==> config.mk <==
export PLATFORM = sky130hd
export DESIGN_NAME = mbox_turn_seq
export DESIGN_NICKNAME = d
export VERILOG_FILES = /design/src/rtl/mbox_turn_seq.sv
export SDC_FILE = /design/constraint.sdc
export NUM_CORES = 1
export LEC_CHECK = 0
export BUFFER_PORTS_ARGS = -buffer_cell sky130_fd_sc_hd__buf_2
export CORE_MARGIN = 4
export CORE_UTILIZATION = 55
export CTS_BUF_LIST = sky130_fd_sc_hd__clkbuf_16
export DETAILED_ROUTE_END_ITERATION = 8
export GPL_TIMING_DRIVEN = 0
export PLACE_DENSITY = 0.79
export SYNTH_ARGS = -nofsm -noshare
export SYNTH_HDL_FRONTEND = slang
export SYNTH_SLANG_ARGS = --single-unit
==> constraint.sdc <==
create_clock -name clk -period 2.8 [get_ports clk]
set_input_delay 0 -clock clk [delete_from_list [all_inputs] [get_ports clk]]
set_output_delay 0 -clock clk [all_outputs]
set_load 0.01 [all_outputs]
==> src/rtl/mbox_turn_seq.sv <==
module mbox_turn_seq #(
  parameter int N_CTRL     = 4,
  parameter int TMO_CYCLES = 4500,
  localparam int IW = $clog2(N_CTRL),
  localparam int CW = IW + 1,
  localparam int TW = $clog2(TMO_CYCLES + 1)
) (
  input  logic              clk,
  input  logic              rst_n,
  input  logic              sup_hold,
  input  logic [N_CTRL-1:0] ctl_rd,
  input  logic [N_CTRL-1:0] ctl_wr,
  output logic [N_CTRL-1:0] irq,
  output logic [CW-1:0]     slot,
  output logic              busy,
  output logic              sup_irq
);

  logic [CW-1:0]     slot_q;
  logic              blank_q;
  logic [TW-1:0]     wd_q;
  logic [N_CTRL-1:0] grant_vec;
  logic              active, live, fin, tmo, adv;

  assign grant_vec = N_CTRL'(1) << slot_q[IW-1:0];
  assign active    = !sup_hold && (slot_q < CW'(N_CTRL));
  assign live      = active && !blank_q;
  assign fin       = live && |(grant_vec & ctl_rd & ctl_wr);
  assign tmo       = live && (wd_q == TW'(TMO_CYCLES - 1));
  assign adv       = fin || tmo;

  always_ff @(posedge clk or negedge rst_n) begin
    if (!rst_n) begin
      slot_q  <= '0;
      blank_q <= 1'b1;
      wd_q    <= '0;
    end else if (sup_hold) begin
      slot_q  <= '0;
      blank_q <= 1'b1;
      wd_q    <= '0;
    end else begin
      blank_q <= adv;
      if (adv) begin
        slot_q <= slot_q + 1'b1;
        wd_q   <= '0;
      end else if (live) begin
        wd_q <= wd_q + 1'b1;
      end
    end
  end

  assign irq     = live ? grant_vec : '0;
  assign slot    = slot_q;
  assign busy    = active;
  assign sup_irq = !sup_hold && (slot_q == CW'(N_CTRL));

endmodule

# After elaboration in Yosys (flattened, before gate mapping)
# Index checks and enable logic that the tools add are counted.
op_classes:
  add_sub_neg: 2
  multipliers: 0
  div: 0
  n_lt_le_gt_ge: 1
  eq_ne: 2
  n_shift: 1
  n_mux: 7
  bitwise: 2
  reduce_logical: 11
op_table:
  columns: ["op", "n"]
  rows:
  - ["$mux W13", 3]
  - ["$add A13 B1 Y13 const B", 1]
  - ["$eq A13 B13 Y1 const B", 1]
  - ["$and A4 B4 Y4", 2]
  - ["$mux W3", 2]
  - ["$logic_and A1 B1 Y1", 5]
  - ["$mux W4", 1]
  - ["$reduce_or A4 Y1", 1]
  - ["$shl A1 B2 Y4 const A", 1]
  - ["$add A3 B1 Y3 const B", 1]
  - ["$eq A3 B3 Y1 const B", 1]
  - ["$lt A3 B3 Y1 const B", 1]
  - ["$reduce_bool A3 Y1", 1]
  - ["$logic_not A1 Y1", 2]
  - ["$reduce_bool A2 Y1", 1]
  - ["$logic_or A1 B1 Y1", 1]
  - ["$mux W1", 1]
totals:
  regBits: 17
  latchBits: 0
  ramBits: 0
  rom_bits: 0
  inputBits: 11
  out_inout_bits: 9
  memories: 0

# Logic depth before layout (Yosys ltp)
# Gate-level depths: netlist (run 1).
depth:
  depth_word: 8
  mapped_depth: 7
  ltp_nobuf: 6

# Least setup slack after synthesis (run 1)
# No wires, ideal clock.
synth_path:
  path_kind: "reg-to-reg"
  startpoint: "register slot_q[2] (netlist: slot[2])"
  endpoint: "register slot_q[1] (netlist: slot[1])"
  setup_time_ps: 128
  arrival_ps: 1557
  required_ps: 2672
  path_slack_ps: 1115
  stages_incl_launch_ff: 5
  n_path_buf: 1
  period_less_slack_ps: 1685
  cell_sequence: "dfrtp_1 -> or3_2 -> buf_2 -> a21oi_4 -> mux2_1"
synth_between:
  elab_chain_cells: 6
synth_lines:
  columns: ["item", "line", "source"]
  rows:
  - ["start, declared", "19", "logic [CW-1:0] slot_q;"]
  - ["start signal, assigned", "44", "slot_q <= slot_q + 1'b1;"]
  - ["$lt A3 B3 Y1 (*)", "26", "assign active = !sup_hold && (slot_q < CW'(N_CTRL));"]
  - ["$logic_and A1 B1 Y1 (*)", "26", null]
  - ["$logic_and A1 B1 Y1 (*)", "27", "assign live = active && !blank_q;"]
  - ["$logic_and A1 B1 Y1 (on tied branches)", "28, 29", null]
  - ["$logic_or A1 B1 Y1 (*)", "30", "assign adv = fin || tmo;"]
  - ["$reduce_bool A2 Y1 (no source line) (*)", null, null]
# Mark *: on every way between the ends. The rest lies on a longest branch, timed or not.
# A chain may end at the register's enable or synchronous reset.

# Worst setup path in the final report (run 1)
layout_path:
  startpoint: "register wd_q[0]"
  endpoint: "register slot_q[1] (netlist: slot[1])"
layout_between:
  elab_chain_cells: 4
layout_lines:
  columns: ["item", "line", "source"]
  rows:
  - ["start, declared", "21", "logic [TW-1:0] wd_q;"]
  - ["start signal, assigned", "47", "wd_q <= wd_q + 1'b1;"]
  - ["$eq A13 B13 Y1", "29", "assign tmo = live && (wd_q == TW'(TMO_CYCLES - 1));"]
  - ["$logic_and A1 B1 Y1", "29", null]
  - ["$logic_or A1 B1 Y1", "30", null]
  - ["$reduce_bool A2 Y1 (no source line)", null, null]
# Every way passes these cells.

==> results of run 1 <==
==> state kept, by name, indices dropped and copies added (netlist names) <==
| register | cells |
|---|---|
| wd_q | 13 |
| blank_q | 1 |
| slot | 3 |
==> worst max-delay path, delay by kind of cell, from the launching register on <==
| family | cells | cell delay (ps) |
|---|---|---|
| muxes | 1 | 350 |
| DFF | 1 | 390 |
| and+or+nand+nor | 2 | 480 |
| adders and majority gates | 1 | 230 |
| AOI/OAI and AO/OA | 1 | 250 |
==> per-stage QoR <==
stage | std cells | instance area (sq um)
2_1_floorplan | 107 | 1080
3_3_place_gp | 150 | 1200
3_5_place_dp | 150 | 1200
4_1_cts | 156 | 1300
5_1_grt | 156 | 1300
6_report | 156 | 1300
==> logic make-up (layout without fill, tap and decap cells) <==
family                     after synthesis  after routing  share of synthesized area (%)
AOI/OAI and AO/OA                       15             15                           12.6
xor gates and xnor gates                 6              6                           4.87
adders and majority gates                5              5                           5.80
buffers and inverters                    8             32                           3.71
DFF                                     17             17                           39.6
muxes                                    2              2                           1.97
and+or+nand+nor                         54             54                           31.4
==> routing by layer <==
metal,track usage [%],vias to the layer above
met5,0,-
met4,8.94,0
met3,4.27,3
met2,33.9,27
met1,25.6,443
li1,-,446
==> cell type report <==
type                            instances  area, sq um  share of cell area (%)
Buffer                                  5         28.8                    2.21
Sequential cell                        17          427                    32.8
Timing Repair Buffer                   20          110                    8.47
Inverter                                3         11.3                   0.866
Multi-Input combinational cell         82          612                    47.1
Clock buffer                            3         75.1                    5.77
Clock inverter                          1         5.00                   0.385
Tap cell                               25         31.3                    2.41
==> power by group through the flow <==
stage                     clock network [mW]  logic, mW  registers [mW]
final                                  0.287     0.0576           0.258
after global routing                   0.307     0.0644           0.259
after CTS                              0.295     0.0579           0.258
after detailed placement                   0     0.0553           0.263
after global placement                     0     0.0525           0.262
after floorplan                            0     0.0322           0.262
==> cells in the final DEF (no fill, tap or decap), types with 4 or more instances in the layout <==
| cell type | count |
|---|---|
| nand3_1 | 10 |
| ha_1 | 5 |
| and2_1 | 7 |
| dfrtp_1 | 16 |
| nand2_1 | 4 |
| nor3_1 | 7 |
| xor2_1 | 6 |
| o21ai_0 | 4 |
| buf_2 | 20 |
| nand4_1 | 4 |
==> worst min-delay path by stage <==
stage                     cells after the start  slack (ps)       end  startpoint
after floorplan                               0        -300   slot[0]       rst_n
after global placement                        1         -70   wd_q[1]       rst_n
after detailed placement                      1         -60   wd_q[0]       rst_n
after CTS                                     2         220  wd_q[10]       rst_n
after global routing                          2         240  wd_q[10]       rst_n
final                                         2         210   slot[2]       rst_n
==> repair_timing <==
| item | in CTS | in global routing |
|---|---|---|
| hold buffers | 2 | 0 |
| endpoints found under the hold margin | 19 | 0 |
| endpoints found under the setup margin | 0 | 0 |
==> results.tsv, run 1 <==
stage	metric	value	unit
cts	CTS H-Tree Depth	1	
cts	CTS buffer count	3	
outcome	outcome	finished, final reports clean	
power_and_ir_drop	Flop pwr share	42.8	%
critical_path	cell depth of the worst flop-to-flop path	5	
route	total wire length	2380	microns
floorplanning	Starting Density	60.5	%
finish	fin nets	148	
timing	Slew @ Worst Pin	508	ps
cts	clk buf depth	2	
route	met3 routed wirelength	102	microns
critical_path	Worst setup SP type	flip-flop	
timing	final hold violation count	0	
power_and_ir_drop	clock share of power	47.6	%
route	drt drc	0	
grt	GR Util All Layers	20.5	%
logic_synthesis	count of yosys warnings during synthesis	0	
route	Iter 0 DRT Violations	23	
timing	setup violators final	0	
cts	worst-skew pair later-pin latency	250	ps
route	uppermost layer routed	met4	
route	via count	919	
grt	initial antenna violation count	0	
finish	area delta synth->final	20.5	%
cts	CTS tree	done	
logic_synthesis	Syn Std Cell Area	1080	sq um
grt	first-pass GRT wire length	4070	microns
logic_synthesis	most common cell in the netlist	dfrtp_1	
logic_synthesis	ys async rst share	100	%
route	M1 wire length	1050	microns
route	met2 WL	1200	microns
power_and_ir_drop	switching share of total power	22.5	%
grt	number of global-route vias before repair	903	
logic_synthesis	cell taking the most area after synthesis	dfrtp_1	
power_and_ir_drop	PwrDens	464	nW/um^2
logic_synthesis	Top FF cell, synth	dfrtp_1	
timing	hold slack	208	ps
critical_path	CP endpoint	slot[1]	
finish	layout cells sized above 1	31.3	%
power_and_ir_drop	net switching power figure	136	uW
critical_path	WP data required	2930	ps
timing	setup_tns	0	ps
route	drt pass-1 iters	5	
finish	utilization after layout	72.9	%
critical_path	crit path max fanout	5	
floorplanning	die height	52.3	microns
critical_path	critical path, cell by cell	ha_1 -> nor4bb_1 -> nand3_1 -> a21oi_4 -> mux2_1	
timing	worst clock skew	2.47	ps
route	DR WL/cell	15.3	microns
cts	CTS resizes	0	
critical_path	CP startpoint	wd_q[0]	
hold_path	HP Class	in -> async	
power_and_ir_drop	Max VDD drop	0.333	mV
critical_path	Arrival @ worst endpoint	1950	ps
finish	ant diodes	0	
logic_synthesis	commonest cells in the netlist	dfrtp_1 (16), nand3_1 (10), and2_1 (7), nor3_1 (7), xor2_1 (6)	
cts	CTS Root Cell	clkbuf_16	
critical_path	slowest CP cell	dfrtp_1	
logic_synthesis	Yosys cell types	36	
logic_synthesis	Post-synth EDFFs	0	
critical_path	Worst R2R Start	wd_q[0]	
power_and_ir_drop	Leakage	0.576	nW
critical_path	CP Capture Type	flip-flop	
placement	I/O Buffers	18	
power_and_ir_drop	total power	603	uW
cts	Clock transition at path regs	50	ps
timing	Slew Limit Fails	0	
logic_synthesis	synthesized instance count	107	
run	max_cap viols	0	
critical_path	slowest stage delay, CP	390	ps
power_and_ir_drop	Internal	467	uW
critical_path	critical path class	reg -> reg	
timing	Fmax	551	MHz
power_and_ir_drop	combinational share of power	9.6	%
placement	setup slack at placement	962	ps
grt	GRT Residual Overflow	0	
logic_synthesis	top post-synthesis cells by area	dfrtp_1 (37%), ha_1 (5.8%), xor2_1 (4.9%)	
critical_path	worst reg2reg path endpoint	slot[1]	
timing	Final min period	1810	ps
grt	largest net degree at the start of global routing	18	
floorplanning	die width	52.3	microns
timing	Slew headroom	66.1	%
cts	Post-CTS Setup Inserts	0	
timing	RSZ-0062 raised after global routing	no	
logic_synthesis	register area share after synthesis	39.6	%
floorplanning	Ports	20	
route	Post-DRT Antenna Nets	0	
placement	DP Wirelength	1820	microns
cts	Clock Sinks	17	
logic_synthesis	syn avg cell area	10.1	sq um
timing	fin worst setup slack	986	ps
placement	Final Wtd Congestion	0.878	
critical_path	r2r setup slk	990	ps
route	routed vias/inst	5.89	
logic_synthesis	#FFs+latches synth	17	
finish	fill count	124	
floorplanning	die area	2730	sq um
logic_synthesis	top-area cell type share of the netlist area	37.1	%
logic_synthesis	Net Count, Synth	123	
timing	Tcrit/Tclk final	64.8	%
floorplanning	row cnt	15	
floorplanning	Placeable Area	1780	sq um
No activity file was read; power rests on OpenSTA's default activity.
==> run 2: changes to the inputs <==
- CORE_UTILIZATION: 55 -> 49
- PLACE_DENSITY: 0.79 -> 0.75
- clock period: 2.8 -> 1.5 ns (I/O delays scaled with it)
==> results.tsv, run 2 (same netlist as run 1, synthesis figures left out) <==
stage	metric	value	unit	change
power_and_ir_drop	total power	1.20	mW	+99%
timing	fin worst setup slack	-193	ps	-1180 ps
finish	fill count	120		-3.2%
cts	CTS H-Tree Depth	1		unchanged
critical_path	CP Capture Type	flip-flop		
finish	area delta synth->final	49.7	%	
finish	max reg flops	13		unchanged
grt	first-pass GRT wire length	4880	microns	+20%
timing	setup violators final	16		+16
finish	utilization after layout	79.8	%	+6.9 points
route	Iter 0 DRT Violations	22		-4.3%
timing	Final min period	1690	ps	-121 ps
finish	area occupied by multi-input gates	733	sq um	+20%
run	max_cap viols	0		unchanged
grt	initial antenna violation count	0		unchanged
hold_path	hold depth	2		
cts	CTS Root Cell	clkbuf_16		
critical_path	critical path class	reg -> reg		
route	via count	1044		+14%
timing	Slew Limit Fails	0		unchanged
placement	Final Wtd Congestion	0.817		-7.0%
floorplanning	Starting Density	53.3	%	-7.1 points
floorplanning	row cnt	16		+1
cts	clk buf depth	2		unchanged
grt	GRT Residual Overflow	0		unchanged
placement	Placed Area	1240	sq um	+3.1%
critical_path	crit path max fanout	7		+2
hold_path	Min-Delay Endpoint	blank_q		
cts	CTS buffer count	3		unchanged
placement	I/O Buffers	18		unchanged
finish	Reg area	429	sq um	+0.59%
critical_path	Worst setup SP type	flip-flop		
cts	worst-skew pair later-pin latency	250	ps	about the same
route	DR WL/cell	18.0	microns	+18%
grt	number of global-route vias before repair	1021		+13%
finish	most frequent cells in the layout	buf_4 (18), buf_2 (18), dfrtp_1 (14), nand3_1 (7)		
finish	layout cells sized above 1	53.3	%	+22 points
cts	Clock transition at path regs	50	ps	about the same
placement	setup slack at placement	-236	ps	-1200 ps
power_and_ir_drop	Max VDD drop	0.696	mV	+110%
timing	RSZ-0062 raised after global routing	yes		
floorplanning	die width	54.9	microns	+5.0%
power_and_ir_drop	PwrDens	744	nW/um^2	+60%
outcome	outcome	finished, violations left		
critical_path	Worst R2R Start	wd_q[3]		
floorplanning	die area	3020	sq um	+10%
critical_path	WP data required	1630	ps	-1300 ps
grt	GR Util All Layers	23.4	%	+2.9 points
hold_path	HP Class	in -> reg		
finish	ant diodes	0		unchanged
cts	CTS tree	done		
timing	Tcrit/Tclk final	113	%	+48 points
route	Post-DRT Antenna Nets	0		unchanged
floorplanning	die height	54.9	microns	+5.0%
timing	worst clock skew	2.15	ps	-0.315 ps
power_and_ir_drop	Leakage	0.697	nW	+21%
timing	final hold violation count	0		unchanged
route	drt drc	0		unchanged
timing	Slew @ Worst Pin	541	ps	+33.6 ps
timing	Slew headroom	63.9	%	-2.2 points
outcome	failing checks	negative setup slack		
timing	Fmax	591	MHz	+7.1%
route	drt pass-1 iters	4		-1
finish	design area	1610	sq um	+24%
floorplanning	Ports	20		unchanged
grt	largest net degree at the start of global routing	18		unchanged
route	total wire length	3230	microns	+35%
placement	DP Wirelength	1790	microns	-1.8%
finish	fin nets	169		+14%
critical_path	Arrival @ worst endpoint	1820	ps	-130 ps
critical_path	r2r setup slk	-190	ps	-1180 ps
critical_path	worst reg2reg path endpoint	slot[1]		
critical_path	cell depth of the worst flop-to-flop path	4		-1
route	routed vias/inst	5.83		-1.0%
timing	setup_tns	-2000	ps	-2000 ps
floorplanning	Placeable Area	2020	sq um	+13%
cts	Clock Sinks	17		unchanged
finish	Most flops, register	wd_q		
hold_path	critical hold path startpoint	sup_hold		
## run 2: what timing repair did
item	4_1_cts	5_1_grt
hold endpoints to repair	18	0
pin swaps	9	3
hold buffers	3	0
buffers inserted	17	3
endpoints found under the setup margin	15	17
resized for setup	17	8
## run 2: power breakdown
part	total, mW	internal (mW)	switching (mW)
clock network	0.539	0.357	0.182
registers	0.484	0.471	0.0128
logic	0.177	0.0912	0.0858
total	1.20	0.919	0.281
## run 2: worst max-delay path, cell delays in order, from the launching register on
cell,delay [ps]
dfrtp_1,470
nor4b_2,340
nand3_2,170
a21oi_4,260
mux2_4,320
## run 2: area by class of cell
class	count	share of cell area, %
well taps	27	2.09
clock buffers	3	4.65
inverters	3	0.698
multi-input cells	82	45.4
flip-flops and latches	17	26.6
clock inverters	1	0.310
plain buffers	5	2.79
repair buffers	41	17.4
## run 2: worst max-delay path by stage
stage                       start      end  slack (ps)  depth (start not counted)
final                     wd_q[3]  slot[1]        -190                          4
after global routing      wd_q[3]  wd_q[2]        -260                          6
after CTS                 wd_q[1]  slot[1]        -130                          5
after detailed placement  wd_q[0]  wd_q[7]        -240                          6
after global placement    wd_q[3]  slot[1]        -210                          4
after floorplan           wd_q[0]  slot[1]         -80                          5
## run 2: stage by stage
stage                     hold slack, ps  instances
after global placement             -62.9        152
after floorplan                     -296        107
after global routing                38.9        179
after CTS                           32.9        176
after detailed placement           -52.0        152
final                               39.3        179
## run 2: per-layer routing
metal / wire [microns] / vias to the layer above / global-route usage [%]
met5: 0 / - / 0
met4: 28 / 0 / 11.3
met3: 183 / 6 / 4.83
met2: 1630 / 49 / 39.0
met1: 1380 / 500 / 28.6
li1: - / 489 / -
==> run 3: changes to the inputs <==
- CORE_UTILIZATION: 49 -> 55
- PLACE_DENSITY: 0.75 -> 0.79
- clock period: 1.5 -> 1.95 ns (I/O delays scaled with it)
==> results.tsv, run 3 (same netlist as run 1, synthesis figures left out) <==
stage	metric	value	unit	change
outcome	outcome	finished, final reports clean		
critical_path	crit path max fanout	5		-2
critical_path	critical path class	reg -> reg		
critical_path	WP data required	2080	ps	+450 ps
cts	CTS buffer count	3		unchanged
cts	CTS tree	done		
finish	most common cell after layout, fill and taps aside	buf_2		
cts	CTS H-Tree Depth	1		unchanged
timing	Slew @ Worst Pin	503	ps	-38.2 ps
floorplanning	Starting Density	60.5	%	+7.1 points
finish	fin nets	149		-12%
timing	worst clock skew	2.25	ps	+0.0977 ps
critical_path	slowest stage delay, CP	390	ps	-80 ps
hold_path	HP Class	in -> async		
critical_path	CP Capture Type	flip-flop		
floorplanning	die width	52.3	microns	-4.8%
cts	worst-skew pair later-pin latency	250	ps	about the same
route	total wire length	2410	microns	-25%
finish	fill count	122		+1.7%
timing	Tcrit/Tclk final	91.0	%	-22 points
cts	Clock transition at path regs	50	ps	about the same
placement	Final Wtd Congestion	0.878		+7.5%
finish	Most flops, register	wd_q		
floorplanning	Ports	20		unchanged
finish	utilization after layout	73.3	%	-6.5 points
floorplanning	Placeable Area	1780	sq um	-12%
cts	Clock Sinks	17		unchanged
timing	Fmax	564	MHz	-4.6%
timing	Slew headroom	66.5	%	+2.5 points
route	drt pass-1 iters	6		+2
route	routed vias/inst	5.87		+0.58%
critical_path	Worst setup SP type	flip-flop		
power_and_ir_drop	Max VDD drop	0.478	mV	-31%
timing	setup violators final	0		-16
route	via count	921		-12%
finish	Reg area	427	sq um	-0.58%
placement	DP Wirelength	1820	microns	+1.8%
power_and_ir_drop	PwrDens	663	nW/um^2	-11%
floorplanning	row cnt	15		-1
critical_path	critical path, cell by cell	ha_1 -> nor4bb_1 -> nand3_1 -> a21oi_4 -> mux2_1		
finish	area delta synth->final	21.2	%	
finish	ant diodes	0		unchanged
finish	area occupied by multi-input gates	612	sq um	-17%
grt	initial antenna violation count	0		unchanged
timing	Final min period	1770	ps	+81.1 ps
timing	Slew Limit Fails	0		unchanged
timing	setup_tns	0	ps	+2000 ps
placement	I/O Buffers	18		unchanged
floorplanning	die height	52.3	microns	-4.8%
finish	max reg flops	13		unchanged
critical_path	slowest CP cell	dfrtp_1		
power_and_ir_drop	total power	867	uW	-28%
grt	largest net degree at the start of global routing	18		unchanged
grt	first-pass GRT wire length	4070	microns	-17%
timing	RSZ-0062 raised after global routing	no		
route	drt drc	0		unchanged
route	Iter 0 DRT Violations	18		-18%
route	DR WL/cell	15.3	microns	-15%
finish	layout cells sized above 1	31.8	%	-21 points
floorplanning	die area	2730	sq um	-9.4%
cts	clk buf depth	2		unchanged
grt	GRT Residual Overflow	0		unchanged
grt	number of global-route vias before repair	903		-12%
grt	GR Util All Layers	20.5	%	-2.9 points
route	Post-DRT Antenna Nets	0		unchanged
finish	most frequent cells in the layout	buf_2 (20), dfrtp_1 (16), nand3_1 (10), nor3_1 (7), and2_1 (7)		
run	max_cap viols	0		unchanged
critical_path	Arrival @ worst endpoint	1910	ps	+90 ps
cts	CTS Root Cell	clkbuf_16		
power_and_ir_drop	Leakage	0.580	nW	-17%
timing	final hold violation count	0		unchanged
## run 3: cell types whose count changed in the layout (fill, tap and decap cells not counted), sizes merged
cell         before  now
dlygate4sd3       3    2
buf              42   23
## run 3: final cells by class
cell class,count,area share [%]
Buffer,5,2.20
Timing Repair Buffer,21,9.00
Inverter,3,0.861
Clock inverter,1,0.383
Multi-Input combinational cell,82,46.8
Tap cell,25,2.39
Clock buffer,3,5.74
Sequential cell,17,32.6
## run 3: power breakdown
part,total [mW],leakage [nW],internal [mW],switching (mW)
Sequential,0.371,0.232,0.362,0.00888
Combinational,0.0827,0.306,0.0343,0.0484
Clock,0.413,0.0409,0.275,0.138
Total,0.867,0.580,0.671,0.196
## run 3: repair_timing
item                                    4_1_cts  5_1_grt
gates resized for setup                       0        0
buffers inserted                              0        1
endpoints found under the hold margin        19        0
hold buffers                                  2        0
endpoints found under the setup margin        0        4
## run 3: worst max-delay path, delay by kind of cell (launching register included)
kind | cells | cell delay (ps)
muxes | 1 | 350
DFF | 1 | 390
adders and majority gates | 1 | 230
AOI/OAI and AO/OA | 1 | 240
and+or+nand+nor | 2 | 450
## run 3: per-layer routing
metal	global-route usage [%]	vias up	routed length [microns]
met1	25.6	454	1080
met2	33.9	21	1230
met3	4.27	3	65
met4	8.94	0	31
met5	0	-	0
li1	-	443	-
## run 3: per-stage QoR
step	setup slack [ps]	hold slack (ps)	instance area, sq um	cells
2_1_floorplan	265	-296	1080	107
5_1_grt	26.4	239	1310	157
6_report	176	210	1310	157
3_3_place_gp	190	-66.6	1200	150
4_1_cts	111	215	1300	156
3_5_place_dp	112	-59.9	1200	150
## run 3: worst paths after layout
check	startpoint	endpoint	slack (ps)	cells past startpoint
worst min register to register	wd_q[0]	wd_q[0]	530	1
worst max register to register	wd_q[0]	slot[1]	180	5
worst max-delay path	wd_q[0]	slot[1]	180	5
min in group clk	ctl_rd[2]	wd_q[0]	300	5
worst min-delay path	rst_n	wd_q[1]	210	2
max in group asynchronous	rst_n	blank_q	1430	2
